--- src/rtl/pbus_pkg.sv ---
package pbus_pkg;

    localparam int SHORT_W = 4;
    localparam int LONG_W  = 8;

    typedef enum logic [2:0] {
        PH_IDLE,
        PH_SETUP,
        PH_ADDR,
        PH_STRB,
        PH_HOLD
    } phase_e;

    typedef struct packed {
        logic               mux;
        logic               wait_en;
        logic               rdy_early;
        logic [SHORT_W-1:0] setup_len;
        logic [SHORT_W-1:0] adv_len;
        logic [SHORT_W-1:0] mux_len;
        logic [SHORT_W-1:0] we_len;
        logic [SHORT_W-1:0] hold_len;
        logic [LONG_W-1:0]  oe_len;
        logic [LONG_W-1:0]  wait_len;
    } timing_t;

    // Last counter value of the address phase.
    function automatic logic [LONG_W-1:0] addr_last(timing_t t);
        logic [SHORT_W-1:0] m;
        m = (t.mux && (t.mux_len > t.adv_len)) ? t.mux_len : t.adv_len;
        return LONG_W'(m);
    endfunction

    // Pin level for an internal active flag under a polarity bit.
    function automatic logic pin_level(logic active, logic act_hi);
        return act_hi ? active : ~active;
    endfunction

endpackage

--- src/rtl/pbus_seq.sv ---
module pbus_seq
    import pbus_pkg::*;
(
    input  logic              clk,
    input  logic              rst,
    input  logic              start,
    input  logic              wr,
    input  timing_t           tcfg,
    input  logic              rdy_act,
    output phase_e            phase,
    output logic [LONG_W-1:0] cnt,
    output logic              strb_last,
    output logic              done
);

    logic              pend;
    logic              wait_met;
    logic              setup_end;
    logic              addr_end;
    logic              hold_end;
    logic [LONG_W-1:0] strb_len;

    always_comb begin
        setup_end = (cnt == LONG_W'(tcfg.setup_len));
        addr_end  = (cnt == addr_last(tcfg));
        hold_end  = (cnt == LONG_W'(tcfg.hold_len));
        strb_len  = wr ? LONG_W'(tcfg.we_len) : tcfg.oe_len;
        wait_met  = (cnt >= tcfg.wait_len);
        if (phase != PH_STRB)    strb_last = 1'b0;
        else if (!tcfg.wait_en)  strb_last = (cnt == strb_len);
        else if (tcfg.rdy_early) strb_last = pend;
        else                     strb_last = wait_met && rdy_act;
    end

    always_ff @(posedge clk) begin
        if (rst) begin
            phase <= PH_IDLE;
            cnt   <= '0;
            pend  <= 1'b0;
            done  <= 1'b0;
        end else begin
            done <= 1'b0;
            if (cnt != '1) cnt <= cnt + 1'b1;
            unique case (phase)
                PH_IDLE: begin
                    cnt <= '0;
                    if (start) phase <= PH_SETUP;
                end
                PH_SETUP: if (setup_end) begin
                    phase <= PH_ADDR;
                    cnt   <= '0;
                end
                PH_ADDR: if (addr_end) begin
                    phase <= PH_STRB;
                    cnt   <= '0;
                end
                PH_STRB: begin
                    if (tcfg.wait_en && tcfg.rdy_early && wait_met && rdy_act)
                        pend <= 1'b1;
                    if (strb_last) begin
                        phase <= PH_HOLD;
                        cnt   <= '0;
                        pend  <= 1'b0;
                    end
                end
                PH_HOLD: if (hold_end) begin
                    phase <= PH_IDLE;
                    cnt   <= '0;
                    done  <= 1'b1;
                end
                default: phase <= PH_IDLE;
            endcase
        end
    end

    // Strobe may not end before the minimum wait count has elapsed.
    assert_wait_gate_R7: assert property (@(posedge clk) disable iff (rst)
        (phase == PH_STRB && tcfg.wait_en && cnt < tcfg.wait_len) |=> (phase == PH_STRB));

    assert_done_pulse_R12: assert property (@(posedge clk) disable iff (rst)
        done |=> !done);

endmodule

--- src/rtl/pbus_pins.sv ---
module pbus_pins
    import pbus_pkg::*;
#(
    parameter int AW  = 24,
    parameter int DW  = 32,
    parameter int NCS = 8,
    localparam int CSW  = $clog2(NCS),
    localparam int HALF = DW / 2
) (
    input  logic              clk,
    input  logic              rst,
    input  phase_e            phase,
    input  logic [LONG_W-1:0] cnt,
    input  timing_t           tcfg,
    input  logic              wide,
    input  logic              wr,
    input  logic [AW-1:0]     addr,
    input  logic [DW-1:0]     wdata,
    input  logic [CSW-1:0]    cs_sel,
    input  logic              adv_hi,
    input  logic              strb_hi,
    input  logic              cs_hi,
    output logic [DW-1:0]     dout,
    output logic              doe,
    output logic [NCS-1:0]    cs_pin,
    output logic              adv_pin,
    output logic              we_pin,
    output logic              oe_pin
);

    logic [DW-1:0]  mask;
    logic [DW-1:0]  addr_on_data;
    logic [NCS-1:0] cs_act;
    logic           cs_on, adv_on, mux_on, we_on, oe_on;

    generate
        if (AW >= DW) begin : g_addr_trunc
            assign addr_on_data = addr[DW-1:0];
        end else begin : g_addr_ext
            assign addr_on_data = {{(DW-AW){1'b0}}, addr};
        end
    endgenerate

    always_comb begin
        mask   = wide ? '1 : {{(DW-HALF){1'b0}}, {HALF{1'b1}}};
        cs_on  = (phase == PH_ADDR) || (phase == PH_STRB) || (phase == PH_HOLD);
        adv_on = (phase == PH_ADDR) && (cnt <= LONG_W'(tcfg.adv_len));
        mux_on = (phase == PH_ADDR) && tcfg.mux && (cnt <= LONG_W'(tcfg.mux_len));
        we_on  = (phase == PH_STRB) && wr;
        oe_on  = (phase == PH_STRB) && !wr;
        doe    = mux_on || we_on;
        if (mux_on)     dout = addr_on_data & mask;
        else if (we_on) dout = wdata & mask;
        else            dout = '0;
        adv_pin = pin_level(adv_on, adv_hi);
        we_pin  = pin_level(we_on, strb_hi);
        oe_pin  = pin_level(oe_on, strb_hi);
    end

    generate
        for (genvar i = 0; i < NCS; i++) begin : g_cs
            assign cs_act[i] = cs_on && (cs_sel == CSW'(i));
            assign cs_pin[i] = pin_level(cs_act[i], cs_hi);
        end
    endgenerate

    assert_cs_single_R10: assert property (@(posedge clk) disable iff (rst)
        $onehot0(cs_act));

    assert_read_no_drive_R5: assert property (@(posedge clk) disable iff (rst)
        (phase == PH_STRB && !wr) |-> !doe);

endmodule

--- src/rtl/pbus_capture.sv ---
module pbus_capture #(
    parameter int DW = 32,
    localparam int HALF = DW / 2
) (
    input  logic          clk,
    input  logic          rst,
    input  logic          cap_en,
    input  logic          wide,
    input  logic [DW-1:0] din,
    output logic [DW-1:0] rdata
);

    logic [DW-1:0] mask;
    assign mask = wide ? '1 : {{(DW-HALF){1'b0}}, {HALF{1'b1}}};

    always_ff @(posedge clk) begin
        if (rst)         rdata <= '0;
        else if (cap_en) rdata <= din & mask;
    end

endmodule

--- src/rtl/pbus_master.sv ---
module pbus_master
    import pbus_pkg::*;
#(
    parameter int AW  = 24,
    parameter int DW  = 32,
    parameter int NCS = 8,
    localparam int CSW = $clog2(NCS)
) (
    input  logic               clk,
    input  logic               rst,
    input  logic               req_valid,
    output logic               req_ready,
    input  logic               req_write,
    input  logic [AW-1:0]      req_addr,
    input  logic [DW-1:0]      req_wdata,
    output logic               rsp_done,
    output logic [DW-1:0]      rsp_rdata,
    input  logic               cfg_wide,
    input  logic               cfg_mux,
    input  logic               cfg_wait_en,
    input  logic               cfg_rdy_early,
    input  logic               cfg_rdy_hi,
    input  logic               cfg_adv_hi,
    input  logic               cfg_strb_hi,
    input  logic               cfg_cs_hi,
    input  logic [CSW-1:0]     cfg_cs_sel,
    input  logic [SHORT_W-1:0] cfg_setup_len,
    input  logic [SHORT_W-1:0] cfg_adv_len,
    input  logic [SHORT_W-1:0] cfg_mux_len,
    input  logic [SHORT_W-1:0] cfg_we_len,
    input  logic [SHORT_W-1:0] cfg_hold_len,
    input  logic [LONG_W-1:0]  cfg_oe_len,
    input  logic [LONG_W-1:0]  cfg_wait_len,
    output logic [AW-1:0]      bus_addr,
    output logic [DW-1:0]      bus_dout,
    input  logic [DW-1:0]      bus_din,
    output logic               bus_doe,
    output logic [NCS-1:0]     bus_cs,
    output logic               bus_adv,
    output logic               bus_we,
    output logic               bus_oe,
    input  logic               bus_rdy
);

    timing_t           tcfg;
    phase_e            phase;
    logic [LONG_W-1:0] cnt;
    logic              strb_last;
    logic              start;
    logic              rdy_act;
    logic              wr_q;
    logic [AW-1:0]     addr_q;
    logic [DW-1:0]     wdata_q;

    always_comb begin
        tcfg.mux       = cfg_mux;
        tcfg.wait_en   = cfg_wait_en;
        tcfg.rdy_early = cfg_rdy_early;
        tcfg.setup_len = cfg_setup_len;
        tcfg.adv_len   = cfg_adv_len;
        tcfg.mux_len   = cfg_mux_len;
        tcfg.we_len    = cfg_we_len;
        tcfg.hold_len  = cfg_hold_len;
        tcfg.oe_len    = cfg_oe_len;
        tcfg.wait_len  = cfg_wait_len;
    end

    assign req_ready = (phase == PH_IDLE);
    assign start     = req_valid && req_ready;
    assign rdy_act   = cfg_rdy_hi ? bus_rdy : ~bus_rdy;
    assign bus_addr  = addr_q;

    always_ff @(posedge clk) begin
        if (rst) begin
            wr_q    <= 1'b0;
            addr_q  <= '0;
            wdata_q <= '0;
        end else if (start) begin
            wr_q    <= req_write;
            addr_q  <= req_addr;
            wdata_q <= req_wdata;
        end
    end

    pbus_seq u_seq (
        .clk       (clk),
        .rst       (rst),
        .start     (start),
        .wr        (wr_q),
        .tcfg      (tcfg),
        .rdy_act   (rdy_act),
        .phase     (phase),
        .cnt       (cnt),
        .strb_last (strb_last),
        .done      (rsp_done)
    );

    pbus_pins #(.AW(AW), .DW(DW), .NCS(NCS)) u_pins (
        .clk     (clk),
        .rst     (rst),
        .phase   (phase),
        .cnt     (cnt),
        .tcfg    (tcfg),
        .wide    (cfg_wide),
        .wr      (wr_q),
        .addr    (addr_q),
        .wdata   (wdata_q),
        .cs_sel  (cfg_cs_sel),
        .adv_hi  (cfg_adv_hi),
        .strb_hi (cfg_strb_hi),
        .cs_hi   (cfg_cs_hi),
        .dout    (bus_dout),
        .doe     (bus_doe),
        .cs_pin  (bus_cs),
        .adv_pin (bus_adv),
        .we_pin  (bus_we),
        .oe_pin  (bus_oe)
    );

    pbus_capture #(.DW(DW)) u_cap (
        .clk    (clk),
        .rst    (rst),
        .cap_en (strb_last && !wr_q),
        .wide   (cfg_wide),
        .din    (bus_din),
        .rdata  (rsp_rdata)
    );

    // Port-level views used by the checks below.
    logic strb_pin_act;
    logic cs_any_act;
    assign strb_pin_act = cfg_strb_hi ? (bus_we | bus_oe) : ~(bus_we & bus_oe);
    assign cs_any_act   = cfg_cs_hi ? (|bus_cs) : ~(&bus_cs);

    assert_busy_ignore_R1: assert property (@(posedge clk) disable iff (rst)
        !req_ready |=> ($stable(bus_addr) && $stable(wr_q)));

    assert_cs_quiet_setup_R2: assert property (@(posedge clk) disable iff (rst)
        (phase == PH_SETUP) |-> !cs_any_act);

    assert_hold_after_strobe_R6: assert property (@(posedge clk) disable iff (rst)
        $fell(strb_pin_act) |-> cs_any_act);

endmodule

--- config.mk ---
export PLATFORM = sky130hd
export DESIGN_NAME = pbus_master
export DESIGN_NICKNAME = d
export VERILOG_FILES = /design/src/rtl/pbus_pkg.sv /design/src/rtl/pbus_seq.sv /design/src/rtl/pbus_pins.sv /design/src/rtl/pbus_capture.sv /design/src/rtl/pbus_master.sv
export SDC_FILE = /design/constraint.sdc
export NUM_CORES = 1
export LEC_CHECK = 0
export BUFFER_PORTS_ARGS = -buffer_cell sky130_fd_sc_hd__buf_2
export CAP_MARGIN = 10
export CELL_PAD_IN_SITES_DETAIL_PLACEMENT = 1
export CELL_PAD_IN_SITES_GLOBAL_PLACEMENT = 2
export CORE_MARGIN = 2
export CORE_UTILIZATION = 27
export CTS_CLUSTER_SIZE = 20
export DETAILED_ROUTE_END_ITERATION = 8
export GPL_TIMING_DRIVEN = 0
export MAX_ROUTING_LAYER = met4
export PLACE_DENSITY_LB_ADDON = 0.1
export SLEW_MARGIN = 10
export SYNTH_ARGS = -nofsm -noshare
export SYNTH_HDL_FRONTEND = slang
export SYNTH_SLANG_ARGS = --single-unit
--- constraint.sdc ---
create_clock -name clk -period 8.7 [get_ports clk]
set_input_delay 2.175 -clock clk [delete_from_list [all_inputs] [get_ports clk]]
set_output_delay 2.175 -clock clk [all_outputs]
set_load 0.02 [all_outputs]
==> results by group <==
Outcome
  – Outcome: complete, no violations

GRT
  – Gr usage total: 0.200
  – Largest net degree at the start of global routing: 19
  – Vias in the first global route: 6198
  – GRT Residual Overflow: 0
  – First-pass GRT wire length: 32.6 mm
  – Initial antenna violation count: 5

Die
  – IO Count: 242
  – Core area: 19500 µm²
  – Core Rows: 51
  – Starting density of the core: 0.276
  – Die height: 145 µm
  – Die footprint: 21000 µm²
  – Die width: 145 µm

Drt
  – First drt pass iteration count: 4
  – Vias: 5827
  – Initial DRC Count: 234
  – WL final: 20.8 mm
  – Post-DRT Antenna Nets: 0
  – Vias per cell: 4.83
  – WL/cell: 17.2 µm
  – Number of remaining DRC errors: 0

Place
  – Inst Count DP: 1185
  – RD Place Congestion: 0.827
  – Placed wire-length estimate: 16.1 mm
  – Port Buffer Count: 240

Worst setup path
  – Most repeated library cell on the critical path: buf_2
  – Reg2Reg Depth: 11
  – Max FO, Critical Path: 10
  – R2r startpoint: u_seq.cnt[0]
  – Critical Path Source Type: input pin
  – WP data required: 6.53 ns
  – CP endpoint kind: output pin
  – CP Capture Point: bus_dout[22]
  – CP cell instances: buf_2 -> inv_1 -> ha_1 -> nor2b_1 -> o21a_1 -> o21ai_0 -> nand2b_1 -> a21oi_1 -> buf_2 -> a22oi_1 -> nor2b_1 -> buf_2
  – CP Class: in2out
  – Worst reg-to-reg setup slack: 5.55 ns
  – Crit path arrival time: 4.61 ns
  – Capturing point of the worst reg2reg path: u_cap.rdata[29]
  – CP max stage cell: a21oi_1
  – Critical Path Start: cfg_mux_len[1]
  – CP peak stage delay: 0.59 ns

CTS
  – Clock Pin Slew Worst Setup and Hold Paths: 0.07 ns
  – Worst skew pair latency: 0.36 ns
  – CTS buffer count: 9
  – Resize count post-CTS: 0
  – Setup bufs post-CTS: 0
  – TritonCTS clock tree: yes
  – CTS root buf: clkbuf_16
  – Clk buf depth: 2
  – CTS Sinks: 102
  – Post-CTS Hold Buffers: 0
  – Htree depth: 3

Synthesis
  – Synth top area cells: dfxtp_1, nand2_1, a21oi_1, ha_1, mux2i_1
  – Most common cell in the netlist: nand2_1
  – Synth area leader: dfxtp_1
  – Post-synth top area share: 0.380
  – Mean Syn Cell Area: 7.90 µm²
  – Mapped Nets: 841
  – Number of distinct library cells after synthesis: 53
  – Ys flop type: dfxtp_1
  – Syn Inst Count: 680
  – Synth warn: 0
  – Syn Std Cell Area: 5370 µm²
  – Sequential fraction of the synthesis area: 0.380
  – Post-synth EDFFs: 0
  – Synth async-reset ratio: 0
  – Most frequent cells after synthesis: nand2_1, dfxtp_1, a21oi_1
  – Yosys reg bits: 102

Hold path
  – Worst min-delay path class: reg2reg
  – Hold path startpoint: u_cap.rdata[31]

Timing
  – Final setup fails: 0
  – WHS: 0.450 ns
  – Worst Max-Slew Pin Slew: 0.982 ns
  – Fmax: 0.147 GHz
  – Worst rel slew slack: 0.341
  – Post-route minimum period: 6.79 ns
  – Setup TNS: 0 ns
  – Final period util: 0.780
  – Clock Skews: 0.00654 ns
  – Pins Over Slew Limit: 0
  – Final Hold Fails: 0
  – RSZ-0062 raised after global routing: no

Pwr
  – Maximum vdd drop: 0.0917 mV
  – P_sw: 334 µW
  – Cell leakage power: 0.00336 µW
  – Tot Pwr: 1130 µW
  – P_int: 798 µW
  – Seq pwr share: 0.445
  – Clock share of power: 0.386
  – Gate power share: 0.169
  – Pwr Density: 157 nW/µm²
  – Sw Ratio: 0.295

Layout
  – Final Util: 0.372
  – Finished Layout Cells: 1206
  – Final net count: 1092
  – Share of cells above drive strength 1: 0.293
  – Synth-to-Final Area Change: 34.7%

Run
  – Max-Cap Viols: 0
==> power groups by stage <==
stage / sequential (µW) / clock [µW] / combinational, µW
global placement: 514 / 0 / 187
finish: 504 / 437 / 191
detailed placement: 515 / 0 / 193
CTS: 504 / 454 / 194
floorplan: 521 / 0 / 98.9
global route: 507 / 470 / 214
==> per-stage QoR <==
step | setup WS [ns] | area [µm²]
global route | 1.61 | 7230
detailed placement | 1.86 | 6900
CTS | 1.85 | 7220
global placement | 1.97 | 6900
floorplan | 2.62 | 5370
finish | 1.91 | 7230
==> flip-flops by register name, indices dropped and copies added, names as in the netlist <==
signal / flops
u_cap.rdata: 32
wdata_q: 32
bus_addr: 24
u_seq.cnt: 8
u_seq.phase: 3
u_seq.done: 1
u_seq.pend: 1
wr_q: 1
==> layer usage <==
metal | GRT usage | vias up | wire (µm)
met2 | 0.348 | 162 | 10500
met4 | 0.0649 | 0 | 483
met3 | 0.0519 | 37 | 1150
li1 | - | 2870 | -
met5 | - | - | 0
met1 | 0.224 | 2758 | 8620
==> how the worst min path moves through the flow <==
stage | cells after the start | slack (ns) | to
after floorplan | 2 | 0.43 | wdata_q[24]
after global placement | 2 | 0.44 | u_cap.rdata[19]
after detailed placement | 2 | 0.44 | u_cap.rdata[17]
after CTS | 2 | 0.45 | u_cap.rdata[17]
after global routing | 2 | 0.46 | u_cap.rdata[25]
final | 2 | 0.45 | u_cap.rdata[31]
==> area by class of cell <==
cell class              instances  area (µm²)
fillers                      2475       12200
diodes                          5        12.5
clock buffers                  10         239
well taps                     265         332
plain buffers                  50         215
flip-flops and latches        102        2040
inverters                      20        75.1
repair buffers                240        1200
multi-input cells             508        3040
clock inverters                 6        77.6
==> kinds of logic (layout without fill, tap and decap cells) <==
logic type                 after synthesis  in the layout  synth area share
buffers and inverters                   70            326            0.0541
xor gates and xnor gates                32             32            0.0522
DFF                                    102            102             0.380
and+or+nand+nor                        267            267             0.224
AOI/OAI and AO/OA                      167            167             0.201
other                                    0              5                 0
adders and majority gates               21             21            0.0489
muxes                                   21             21            0.0394
==> layout by cell type, fill, tap and decap left out, drive strengths merged, types with 13 or more instances in the layout <==
cell	count
buf	253
nand2	150
dfxtp	102
a21oi	83
clkbuf	47
nor2	44
ha	21
inv	21
mux2i	20
o2111ai	18
xor2	17
nor2b	16
a22o	16
xnor2	15
o21ai	13
==> worst max-delay path: cells and delay by family <==
family          cells  cell delay, ns
compound gates      4            1.00
fa+ha+maj           1            0.30
buf+inv             4            0.75
simple gates        3            0.37
Power figures use the tool's default switching activity.
